[config.mk]
export PLATFORM = sky130hd
export DESIGN_NAME = ddr_boot_seq
export DESIGN_NICKNAME = d
export VERILOG_FILES = /design/src/rtl/ddr_boot_pkg.sv /design/src/rtl/ddr_boot_timer.sv /design/src/rtl/ddr_boot_dll_wait.sv /design/src/rtl/ddr_boot_drive.sv /design/src/rtl/ddr_boot_seq.sv
export SDC_FILE = /design/constraint.sdc
export NUM_CORES = 1
export LEC_CHECK = 0
export BUFFER_PORTS_ARGS = -buffer_cell sky130_fd_sc_hd__buf_2
export CAP_MARGIN = 20
export CORE_ASPECT_RATIO = 1.1
export CORE_MARGIN = 2
export CORE_UTILIZATION = 45
export CTS_CLUSTER_SIZE = 24
export DETAILED_ROUTE_END_ITERATION = 8
export MAX_ROUTING_LAYER = met4
export SLEW_MARGIN = 30
export SYNTH_ARGS = -nofsm -noshare
export SYNTH_HDL_FRONTEND = slang
export SYNTH_SLANG_ARGS = --single-unit
[constraint.sdc]
create_clock -name clk -period 6 [get_ports clk]
set_input_delay 0.6 -clock clk [delete_from_list [all_inputs] [get_ports clk]]
set_output_delay 0.6 -clock clk [all_outputs]
set_load 0.005 [all_outputs]
[src/rtl/ddr_boot_pkg.sv]
package ddr_boot_pkg;

   typedef enum logic [3:0] {
      ST_STAB,
      ST_WAKE,
      ST_PRE_A,
      ST_GAP_A,
      ST_EXT,
      ST_GAP_B,
      ST_DLLRST,
      ST_GAP_C,
      ST_PRE_B,
      ST_GAP_D,
      ST_REF,
      ST_GAP_E,
      ST_MODE,
      ST_SETTLE,
      ST_READY
   } boot_st_e;

   typedef enum logic [1:0] {
      K_NOP,
      K_PRE,
      K_REF,
      K_MRS
   } cmd_kind_e;

   typedef struct packed {
      logic cs_n;
      logic ras_n;
      logic cas_n;
      logic we_n;
   } cmd_pins_t;

   localparam cmd_pins_t PINS_NOP = '{cs_n: 1'b0, ras_n: 1'b1, cas_n: 1'b1, we_n: 1'b1};

   function automatic cmd_pins_t kind_pins(input cmd_kind_e k);
      cmd_pins_t p;
      unique case (k)
         K_PRE:   p = '{cs_n: 1'b0, ras_n: 1'b0, cas_n: 1'b1, we_n: 1'b0};
         K_REF:   p = '{cs_n: 1'b0, ras_n: 1'b0, cas_n: 1'b0, we_n: 1'b1};
         K_MRS:   p = '{cs_n: 1'b0, ras_n: 1'b0, cas_n: 1'b0, we_n: 1'b0};
         default: p = PINS_NOP;
      endcase
      return p;
   endfunction

   function automatic int max_of(input int a, input int b);
      return (a > b) ? a : b;
   endfunction

endpackage

[src/rtl/ddr_boot_timer.sv]
module ddr_boot_timer #(
   parameter int W       = 8,
   parameter int RST_VAL = 0
) (
   input  logic         clk,
   input  logic         rst_n,
   input  logic         load,
   input  logic [W-1:0] load_val,
   output logic         zero
);

   logic [W-1:0] cnt;

   always_ff @(posedge clk or negedge rst_n) begin
      if (!rst_n)
         cnt <= W'(RST_VAL);
      else if (load)
         cnt <= load_val;
      else if (cnt != '0)
         cnt <= cnt - 1'b1;
   end

   assign zero = (cnt == '0);

endmodule

[src/rtl/ddr_boot_dll_wait.sv]
module ddr_boot_dll_wait #(
   parameter int T_DLL = 200
) (
   input  logic clk,
   input  logic rst_n,
   input  logic start,
   output logic locked
);

   localparam int LW = $clog2(T_DLL + 1);

   logic [LW-1:0] cnt;
   logic          armed;

   always_ff @(posedge clk or negedge rst_n) begin
      if (!rst_n) begin
         cnt   <= LW'(T_DLL - 1);
         armed <= 1'b0;
      end else if (start) begin
         cnt   <= LW'(T_DLL - 2);
         armed <= 1'b1;
      end else if (cnt != '0) begin
         cnt <= cnt - 1'b1;
      end
   end

   assign locked = armed && (cnt == '0);

endmodule

[src/rtl/ddr_boot_drive.sv]
module ddr_boot_drive
   import ddr_boot_pkg::*;
#(
   parameter int              ROW_W     = 13,
   parameter int              BANK_W    = 2,
   parameter logic [ROW_W-1:0] MODE_WORD = 13'h0062,
   parameter bit              REG_OUT   = 1'b1
) (
   input  logic              clk,
   input  logic              rst_n,
   input  boot_st_e          st,
   output logic              cke,
   output cmd_pins_t         pins,
   output logic [ROW_W-1:0]  addr,
   output logic [BANK_W-1:0] ba,
   output logic              done
);

   localparam int              DLL_BIT  = 8;
   localparam int              AP_BIT   = 10;
   localparam logic [ROW_W-1:0] DLL_MASK = ROW_W'(1) << DLL_BIT;
   localparam logic [ROW_W-1:0] AP_MASK  = ROW_W'(1) << AP_BIT;

   cmd_kind_e         kind;
   logic              d_cke;
   logic              d_done;
   cmd_pins_t         d_pins;
   logic [ROW_W-1:0]  d_addr;
   logic [BANK_W-1:0] d_ba;

   always_comb begin
      kind   = K_NOP;
      d_addr = '0;
      d_ba   = '0;
      unique case (st)
         ST_PRE_A, ST_PRE_B: begin
            kind   = K_PRE;
            d_addr = AP_MASK;
         end
         ST_EXT: begin
            kind = K_MRS;
            d_ba = BANK_W'(1);
         end
         ST_DLLRST: begin
            kind   = K_MRS;
            d_addr = MODE_WORD | DLL_MASK;
         end
         ST_MODE: begin
            kind   = K_MRS;
            d_addr = MODE_WORD & ~DLL_MASK;
         end
         ST_REF: begin
            kind = K_REF;
         end
         default: begin
            kind = K_NOP;
         end
      endcase
   end

   assign d_pins = kind_pins(kind);
   assign d_cke  = (st != ST_STAB);
   assign d_done = (st == ST_READY);

   generate
      if (REG_OUT) begin : g_reg
         always_ff @(posedge clk or negedge rst_n) begin
            if (!rst_n) begin
               cke  <= 1'b0;
               pins <= PINS_NOP;
               addr <= '0;
               ba   <= '0;
               done <= 1'b0;
            end else begin
               cke  <= d_cke;
               pins <= d_pins;
               addr <= d_addr;
               ba   <= d_ba;
               done <= d_done;
            end
         end
      end else begin : g_comb
         assign cke  = d_cke;
         assign pins = d_pins;
         assign addr = d_addr;
         assign ba   = d_ba;
         assign done = d_done;
      end
   endgenerate

endmodule

[src/rtl/ddr_boot_seq.sv]
module ddr_boot_seq
   import ddr_boot_pkg::*;
#(
   parameter int              ROW_W     = 13,
   parameter int              BANK_W    = 2,
   parameter int              T_STAB    = 25000,
   parameter int              T_CKE_NOP = 1,
   parameter int              T_RP      = 3,
   parameter int              T_MRD     = 2,
   parameter int              T_RFC     = 10,
   parameter int              N_REF     = 2,
   parameter int              T_DLL     = 200,
   parameter logic [ROW_W-1:0] MODE_WORD = 13'h0062,
   parameter bit              REG_OUT   = 1'b1
) (
   input  logic              clk,
   input  logic              rst_n,
   output logic              mem_cke,
   output logic              mem_cs_n,
   output logic              mem_ras_n,
   output logic              mem_cas_n,
   output logic              mem_we_n,
   output logic [ROW_W-1:0]  mem_addr,
   output logic [BANK_W-1:0] mem_ba,
   output logic              boot_done
);

   localparam int GAP_MAX = max_of(max_of(max_of(T_STAB, T_CKE_NOP), max_of(T_RP, T_MRD)), T_RFC);
   localparam int TW      = $clog2(GAP_MAX + 1);
   localparam int RCW     = $clog2(N_REF + 1);

   localparam logic [TW-1:0] LD_WAKE = TW'(T_CKE_NOP - 1);
   localparam logic [TW-1:0] LD_RP   = TW'(T_RP - 2);
   localparam logic [TW-1:0] LD_MRD  = TW'(T_MRD - 2);
   localparam logic [TW-1:0] LD_RFC  = TW'(T_RFC - 2);

   generate
      if (ROW_W < 11) begin : g_bad_row
         $error("ddr_boot_seq: ROW_W must reach address bit 10");
      end
      if (BANK_W < 1) begin : g_bad_bank
         $error("ddr_boot_seq: BANK_W must be at least 1");
      end
      if (N_REF < 2) begin : g_bad_nref
         $error("ddr_boot_seq: N_REF must be at least 2");
      end
      if (T_RP < 2 || T_MRD < 2 || T_RFC < 2) begin : g_bad_gap
         $error("ddr_boot_seq: command gaps must be at least 2 cycles");
      end
      if (T_STAB < 1 || T_CKE_NOP < 1) begin : g_bad_wake
         $error("ddr_boot_seq: stabilization and wake counts must be positive");
      end
      if (T_DLL < 2) begin : g_bad_dll
         $error("ddr_boot_seq: T_DLL must be at least 2");
      end
   endgenerate

   boot_st_e         st, nxt;
   logic             t_load, t_zero;
   logic [TW-1:0]    t_val;
   logic             dll_go, dll_locked;
   logic             ref_inc;
   logic [RCW-1:0]   ref_cnt;
   cmd_pins_t        pins;

   ddr_boot_timer #(
      .W       (TW),
      .RST_VAL (T_STAB - 1)
   ) u_timer (
      .clk      (clk),
      .rst_n    (rst_n),
      .load     (t_load),
      .load_val (t_val),
      .zero     (t_zero)
   );

   ddr_boot_dll_wait #(
      .T_DLL (T_DLL)
   ) u_dll (
      .clk    (clk),
      .rst_n  (rst_n),
      .start  (dll_go),
      .locked (dll_locked)
   );

   always_comb begin
      nxt     = st;
      t_load  = 1'b0;
      t_val   = '0;
      dll_go  = 1'b0;
      ref_inc = 1'b0;
      unique case (st)
         ST_STAB: if (t_zero) begin
            nxt    = ST_WAKE;
            t_load = 1'b1;
            t_val  = LD_WAKE;
         end
         ST_WAKE:  if (t_zero) nxt = ST_PRE_A;
         ST_PRE_A: begin
            nxt    = ST_GAP_A;
            t_load = 1'b1;
            t_val  = LD_RP;
         end
         ST_GAP_A: if (t_zero) nxt = ST_EXT;
         ST_EXT: begin
            nxt    = ST_GAP_B;
            t_load = 1'b1;
            t_val  = LD_MRD;
         end
         ST_GAP_B: if (t_zero) nxt = ST_DLLRST;
         ST_DLLRST: begin
            nxt    = ST_GAP_C;
            t_load = 1'b1;
            t_val  = LD_MRD;
            dll_go = 1'b1;
         end
         ST_GAP_C: if (t_zero) nxt = ST_PRE_B;
         ST_PRE_B: begin
            nxt    = ST_GAP_D;
            t_load = 1'b1;
            t_val  = LD_RP;
         end
         ST_GAP_D: if (t_zero) nxt = ST_REF;
         ST_REF: begin
            nxt     = ST_GAP_E;
            t_load  = 1'b1;
            t_val   = LD_RFC;
            ref_inc = 1'b1;
         end
         ST_GAP_E: if (t_zero) nxt = (ref_cnt == RCW'(N_REF)) ? ST_MODE : ST_REF;
         ST_MODE: begin
            nxt    = ST_SETTLE;
            t_load = 1'b1;
            t_val  = LD_MRD;
         end
         ST_SETTLE: if (t_zero && dll_locked) nxt = ST_READY;
         ST_READY:  nxt = ST_READY;
         default:   nxt = ST_STAB;
      endcase
   end

   always_ff @(posedge clk or negedge rst_n) begin
      if (!rst_n) begin
         st      <= ST_STAB;
         ref_cnt <= '0;
      end else begin
         st <= nxt;
         if (ref_inc) ref_cnt <= ref_cnt + 1'b1;
      end
   end

   ddr_boot_drive #(
      .ROW_W     (ROW_W),
      .BANK_W    (BANK_W),
      .MODE_WORD (MODE_WORD),
      .REG_OUT   (REG_OUT)
   ) u_drive (
      .clk   (clk),
      .rst_n (rst_n),
      .st    (st),
      .cke   (mem_cke),
      .pins  (pins),
      .addr  (mem_addr),
      .ba    (mem_ba),
      .done  (boot_done)
   );

   assign mem_cs_n  = pins.cs_n;
   assign mem_ras_n = pins.ras_n;
   assign mem_cas_n = pins.cas_n;
   assign mem_we_n  = pins.we_n;

endmodule

==> impl_metrics.ini <==
[worst_setup_path]
path_max_fanout = 14
cp-end-kind = flop
cp-start-kind = flop
crit_type = flop to flop
reg2reg_depth = 6
rrSetupSlack_ps = 3820
critPathRequiredTime_ps = 6220
arrival_ps = 2400

[run]
maxCapViolations = 0

[logic_synthesis]
yosys-top-cells-area = dfrtp_1, dfstp_2, buf_4, xnor2_1, a21oi_1
synth_top_area_cell = dfrtp_1
yosys_register_bits = 39
synth_top_cell_area_share_pct = 27.79
synth_warnings = 0
synth_area_sq_mm = 0.002071
syn_avg_cell_area_sq_um = 10.05
yosysSeqAreaShare_pct = 48.10
synth-edff-count = 0
synthCells = 206
yosys_most_used_dff = dfrtp_1
synth.distinct_cells = 54
ys_async_sr_fraction_pct = 100.0

[place]
post-place-ws_ps = 3831
place.gp.congestion = 0.8180
numPortBuffers = 12
hpwl_um = 2806

[clock_tree]
clock_sinks = 39
cts.reportedPaths.clkPinSlew_ps = 80
cts_buffers = 5
postCtsSetupRepairBufs = 0
postCtsHoldBufs = 0
root_buffer = clkbuf_8
cts.path.max_buffers = 2
cts_resized = 0
clkLatencyLatePin_ps = 290
htreeDepth = 2
cts_tree = done

[grt]
grt_overflow = 0
grt_pass1_vias = 1502
track_usage_pct = 18.30
grt_max_degree = 40
grt_pass1_wl_um = 6817
antenna_found_initial = 0

[final_layout]
fillers = 415
final_cell_mix = dfrtp_1, dfstp_2, nor2_1, a21oi_1
layout-drive-gt1-share_pct = 20.56
layout_commonest_cell = dfrtp_1
areaGrowthSynthToFinish_pct = 6.224
nNetsFinal = 219
num_antenna_cells = 0
fin_util_pct = 50.59

[power]
ir_worst_vdd_mv = 0.1433
power.internal_uw = 356.5
p_leak_uw = 0.0009194
p_comb_share_pct = 1.5
switching_share_pct = 20.99
power_switching_uw = 94.71
power_density_mw_per_mm2 = 205.1
clkPwrFrac_pct = 40.1
p_seq_share_pct = 58.4

[die]
num_rows = 25
core_area_sq_mm = 0.004348
die_w_um = 68.68
die_h_um = 75.15
die_area_sq_mm = 0.005161
start_util_pct = 47.63
ioPinCount = 23

[hold_path]
holdCritPathClass = primary input to async pin

[timing]
fin_crit_ps = 2180
rsz0062_at_grt = false
relSlewSlack_pct = 58.35
hold_violations = 0
skew_ps = 9.905
tns_ps = 0
tightest_slew_ps = 620.0
fmax_mhz = 458.8
finalWorstSetupSlack_ps = 3820
final-setup-viol-count = 0
min_period_over_period_pct = 36.33
drv_slew = 0

[drt]
drc = 0
drtIter0Drc = 92
wl_um = 4024
drt_pass1_iterations = 4
route.vias.total = 1523
ant_nets = 0
vias_per_cell = 5.683
routedWlPerCell_um = 15.01

[run_status]
outcome = complete, no violations
[metrics by stage]
step | area (sq um) | hold WS, ps | cells | total power (uW)
2_1_floorplan | 2105 | 304.4 | 215 | 274.1
3_3_place_gp | 2106 | 434.6 | 260 | 274.6
4_1_cts | 2197 | 453.0 | 268 | 459.2
3_5_place_dp | 2106 | 447.2 | 260 | 274.9
5_1_grt | 2200 | 305.3 | 268 | 474.4
6_report | 2200 | 272.7 | 268 | 451.2
[critical path: stages (launching register included)]
cell and delay [ps]:
dfstp_2 540, inv_1 70, ha_1 230, nor3b_1 180, and4_1 360, or4_1 560
a21oi_1 170
[power groups by stage]
stage	sequential (uW)	combinational, uW	clock [uW]
floorplan	268	6.08	0
global placement	268	6.67	0
detailed placement	268	7.00	0
CTS	263	7.01	189
global route	263	8.65	202
finish	263	6.88	181
[sequential cells by signal, summed over array words and instances (netlist names)]
signal / cells
ref_cnt: 2
u_timer.cnt: 15
u_drive.addr: 3
u_drive.cke: 1
u_dll.cnt: 8
u_drive.ba: 1
u_dll.armed: 1
st: 4
u_drive.pins: 3
u_drive.done: 1
[final timing paths]
check                           startpoint         endpoint
max in group asynchronous            rst_n  u_timer.cnt[14]
max reg2reg                 u_timer.cnt[0]  u_timer.cnt[13]
max                         u_timer.cnt[0]  u_timer.cnt[13]
min reg2reg                u_timer.cnt[14]  u_timer.cnt[14]
min in group clk           u_timer.cnt[14]  u_timer.cnt[14]
min                                  rst_n  u_drive.addr[8]
[metal layers]
metal	track usage (%)	wire length, um	vias to the layer above
li1	-	-	740
met1	22.13	1781	759
met2	29.59	2079	18
met3	4.484	105	6
met4	6.444	58	0
met5	-	0	-
[cells in the mapped netlist (all sizes together), types with 2 or more instances]
cell type	number
nor4	3
dfrtp	23
buf	14
xnor2	8
a211oi	5
nor3	10
clkbuf	7
dfstp	16
nor3b	3
nand3	5
o31ai	6
o22ai	2
o21ai	3
mux2i	4
a31oi	3
inv	11
ha	4
or3	5
o41ai	2
nor2	15
a21oi	12
nand2	9
nand2b	2
nand3b	2
or4	8
mux2	2
[area by class of cell]
class                   count  area, sq um  area share (%)
clock inverters             1        5.005          0.2275
clock buffers               7        86.33           3.925
repair buffers             12        62.56           2.844
multi-input cells         144        940.9           42.78
inverters                  11        41.29           1.877
flip-flops and latches     39        996.0           45.28
well taps                  54        67.56           3.072
[logic make-up after synthesis]
kind of cell / count (synthesis) / share of synthesized area, %
adders and majority gates: 4 / 2.417
xor gates and xnor gates: 9 / 3.807
and+or+nand+nor: 72 / 20.24
other: 1 / 0.1811
DFF: 39 / 48.10
buffers and inverters: 32 / 8.097
muxes: 6 / 3.021
AOI/OAI and AO/OA: 43 / 14.14
(Power assumes the default switching activity.)
